==> src/rtl/csi2_hdr_param_gen.sv <==
module csi2_hdr_param_gen #(
  parameter int LINE_W = 12,
  parameter int FCNT_W = 16
) (
  input  logic              clk,
  input  logic              rst_n,
  input  logic              vsync,
  input  logic              hsync,
  input  logic              blank_en,
  input  logic              hdr_en,
  input  logic [LINE_W-1:0] blank_lines,
  input  logic [5:0]        dt_blank,
  input  logic [5:0]        dt_active,
  input  logic [1:0]        fixed_vc,
  input  logic [15:0]       word_count,
  output logic [1:0]        fs_vc,
  output logic [1:0]        fe_vc,
  output logic [FCNT_W-1:0] frame_count,
  output logic [23:0]       lp_header
);
  localparam logic [LINE_W-1:0] LINE_MAX = '1;
  localparam logic [1:0] EXP_LAST = 2'd2;

  logic              vs_q, hs_q;
  logic [LINE_W-1:0] line_idx;
  logic [1:0]        exp_idx;
  logic [1:0]        vc;
  logic [5:0]        dt;

  wire vs_rise = vsync & ~vs_q;
  wire hs_rise = hsync & ~hs_q;

  always_ff @(posedge clk or negedge rst_n) begin
    if (!rst_n) begin
      vs_q        <= 1'b0;
      hs_q        <= 1'b0;
      line_idx    <= '0;
      frame_count <= '0;
      exp_idx     <= EXP_LAST;
    end else begin
      vs_q <= vsync;
      hs_q <= hsync;
      if (vs_rise) begin
        line_idx    <= '0;
        frame_count <= frame_count + 1'b1;
        exp_idx     <= (exp_idx == EXP_LAST) ? 2'd0 : exp_idx + 2'd1;
      end else if (hs_rise && line_idx != LINE_MAX) begin
        line_idx <= line_idx + 1'b1;
      end
    end
  end

  assign vc        = hdr_en ? exp_idx : fixed_vc;
  assign dt        = (blank_en && line_idx < blank_lines) ? dt_blank : dt_active;
  assign fs_vc     = vc;
  assign fe_vc     = vc;
  assign lp_header = {word_count, vc, dt};
endmodule


==> config.mk <==
export PLATFORM = sky130hd
export DESIGN_NAME = csi2_hdr_param_gen
export DESIGN_NICKNAME = d
export VERILOG_FILES = /design/src/rtl/csi2_hdr_param_gen.sv
export SDC_FILE = /design/constraint.sdc
export NUM_CORES = 1
export LEC_CHECK = 0
export BUFFER_PORTS_ARGS = -buffer_cell sky130_fd_sc_hd__buf_2
export CAP_MARGIN = 0
export CORE_MARGIN = 2
export CORE_UTILIZATION = 31
export CTS_BUF_LIST = sky130_fd_sc_hd__clkbuf_8
export CTS_CLUSTER_SIZE = 16
export DETAILED_ROUTE_END_ITERATION = 10
export GPL_TIMING_DRIVEN = 0
export PLACE_DENSITY = 0.6
export SYNTH_ARGS = -nofsm -noshare
export SYNTH_HDL_FRONTEND = slang
export SYNTH_SLANG_ARGS = --single-unit
==> constraint.sdc <==
create_clock -name clk -period 1.6 [get_ports clk]
set_input_delay 0.08 -clock clk [delete_from_list [all_inputs] [get_ports clk]]
set_output_delay 0.08 -clock clk [all_outputs]
set_load 0.03 [all_outputs]
==> metrics.txt <==
status complete, but fails checks; failing checks setup timing; Flop pwr share 41.8%; CP max stage delay ~0.46 ns; pre-CTS WS -0.389 ns; Final Skew ~0.0036 ns; grt ovf 0; Worst-path clk slew around 0.070 ns; buffers added on ports 75; Power Dens Cells 830 nW/um^2; synthesis-to-layout area growth 46.3%; WL/cell around 11 um; row count 29; #FFs+latches synth 32; crit path max fanout 6; WP data arrival 2.07 ns; Worst Path Buf+Inv 1; # IOs between 90 and 100; hpwl dp 3020 um; critical path launch point type register; total power draw roughly 2.4 mW; DRT Wirelength between 4000 and 5000 um; vias in the first global route approximately 1500; R2R setup slack -0.01 ns; synthesized net count between 200 and 300; Synth cell types 35; FF-to-FF End line_idx[10]; Crit-path slowest cell dfrtp_2; Logic pwr share about a third; GRT Total Usage about 11%; clk_lat worst skew between 0.2 and 0.3 ns; critical path startpoint line_idx[4]; most frequent cells in the layout buf_2, buf_4, dfrtp_1; Final nets 360; Least-Margin Pin Slew 0.711 ns; largest net degree at the start of global routing 33; H-tree levels 2; first-pass GRT wire length approximately 6500 um; fmax 0.465 GHz; die area 7110 sq um; starting DRC count in detailed routing 32; WP data required 1.52 ns; R2R depth 6; CP delay by family, top flip-flops; CTS tree yes; Cell Area, Synth ~2000 sq um; Slew Viols, Final 0; # diodes 0; Synth Warn # 0; Setup CP Type reg2out; antenna violations before repair 0; worst setup margin -0.552 ns; Hold Crit Class in2reg; placed cell areas about 2500 sq um; Clock power frac 25.7%; Psw around 0.84 mW; CP endpoint kind output port; layout cells sized above 1 a little over half; Post-Synthesis Cells just under 200; vias per cell approximately 4.5; initial core utilization around a third; number of setup violations in the final report 7; Crit path depth 7; CTS Buf Count 5; TNS Setup -3.31 ns; commonest non-fill, non-tap cell in the layout buf_2; # DRC 0; internal power roughly 1.6 mW; worst setup path end lp_header[4]; minimum clock period 2.15 ns; clock sink count 32; fin area just under 3000 sq um; RSZ-0062 raised after global routing yes; CP Cell Sequence ha_4 > nand4_1 > nor2_1 > a211oi_2 > o21ai_4 > mux2_4 > buf_6; drt first pass iters 4; die width roughly 84 um; Avg Cell Area, Syn ~10 sq um; core area ~6300 sq um; standby leakage power 1.47 nW; Fin. Hold Viols 0; maximum vdd drop 0.710 mV; Rel. slew slack a little over half; routability cong. between 0.6 and 0.7; Switching Fraction 34.8%; clk buf depth 2; Worst R2R Start line_idx[9]; Tcrit/Tclk final 135%; sequential area share after synthesis between 40% and 50%; Root Driver clkbuf_8; DR vias 1711; Max Cap Viol 0; die height approximately 84 um; Final ANT Viol Nets 0
==> power groups by stage <==
stage | clock [mW] | combinational [mW] | sequential [mW]
2_1_floorplan | 0 | 0.396 | 1.14
3_3_place_gp | 0 | 0.714 | 1.03
3_5_place_dp | 0 | 0.723 | 1.03
4_1_cts | 0.640 | 0.766 | 1.01
5_1_grt | 0.670 | 0.860 | 1.04
6_report | 0.625 | 0.790 | 1.02
==> worst register-to-register path, stage by stage, from the launching register on <==
cell and delay [ns]:
dfrtp_2 0.44, buf_4 0.15, and4_1 0.22, nor4_4 0.35, nand3_1 0.13, xor2_1 0.15
nor2_1 0.05
==> Yosys cell counts (all sizes together) <==
cell type / number / share of area (%)
a211oi: 4 / 2.0
a21oi: 2 / 0.50
a41oi: 1 / 0.44
and2b: 1 / 0.38
and3: 5 / 1.8
and4: 2 / 0.88
buf: 21 / 7.9
clkbuf: 1 / 0.19
dfrtp: 31 / 39
dfstp: 1 / 1.3
ha: 13 / 8.1
inv: 11 / 2.1
mux2: 9 / 5.1
mux2i: 1 / 0.50
nand2: 16 / 3.0
nand2b: 1 / 0.31
nand3: 10 / 2.8
nand4: 9 / 2.8
nand4b: 1 / 0.44
nor2: 18 / 3.4
nor2b: 3 / 0.94
nor3: 3 / 0.75
nor3b: 1 / 0.38
nor4: 3 / 2.3
nor4b: 1 / 0.75
o21ai: 5 / 1.4
or3: 1 / 0.31
xnor2: 19 / 8.3
xor2: 5 / 2.2
==> flip-flops by register name, summed over array words and instances (netlist names) <==
name / count
exp_idx: 2
frame_count: 16
vs_q: 1
line_idx: 12
hs_q: 1
==> cells by family (layout without fill, tap and decap cells) <==
group / Yosys count / after routing / share of synthesized area [%]
xor gates and xnor gates: 24 / 24 / 10.5
buffers and inverters: 33 / 134 / 10.1
and+or+nand+nor: 75 / 75 / 21.2
DFF: 32 / 32 / 40.1
AOI/OAI and AO/OA: 12 / 12 / 4.38
muxes: 10 / 10 / 5.57
adders and majority gates: 13 / 13 / 8.13
==> through the flow <==
stage | util, % | instances | hold WS (ns)
CTS | 44.0 | 368 | 0.168
detailed placement | 40.4 | 351 | 0.186
global placement | 40.4 | 351 | 0.189
floorplan | - | 199 | -0.216
finish | 46.6 | 377 | 0.168
global route | 46.6 | 377 | 0.222
==> layout make-up <==
cell class | count | area (sq um)
sequential | 32 | 812
multi-input combinational | 134 | 1160
clock inverter | 2 | 7.51
fill | 604 | 3350
tap | 77 | 96.3
buffer | 22 | 161
timing repair buffer | 93 | 563
inverter | 11 | 41.3
clock buffer | 6 | 82.6
==> worst min path at each step <==
stage	from	endpoint	slack (ns)	cells past startpoint
2_1_floorplan	rst_n	exp_idx[0]	-0.22	0
3_3_place_gp	rst_n	frame_count[13]	0.19	1
3_5_place_dp	rst_n	frame_count[13]	0.19	1
4_1_cts	vsync	exp_idx[1]	0.17	4
5_1_grt	vsync	frame_count[0]	0.22	3
6_report	vsync	exp_idx[1]	0.17	4
==> layer usage <==
layer | global-route usage, % | vias to the layer above | part of all wire [%]
met5 | 0 | - | 0
met4 | 3.90 | 0 | 1.2
met3 | 3.34 | 8 | 9.0
met2 | 18.0 | 68 | 44
met1 | 14.2 | 770 | 46
li1 | - | 865 | -
==> repair_timing <==
item,in CTS,in global routing
pin swaps,6,10
buffers inserted,6,9
setup endpoints to repair,9,17
hold buffers,3,0
endpoints found under the hold margin,33,0
resized for setup,19,20
No activity file was read; power rests on OpenSTA's default activity.
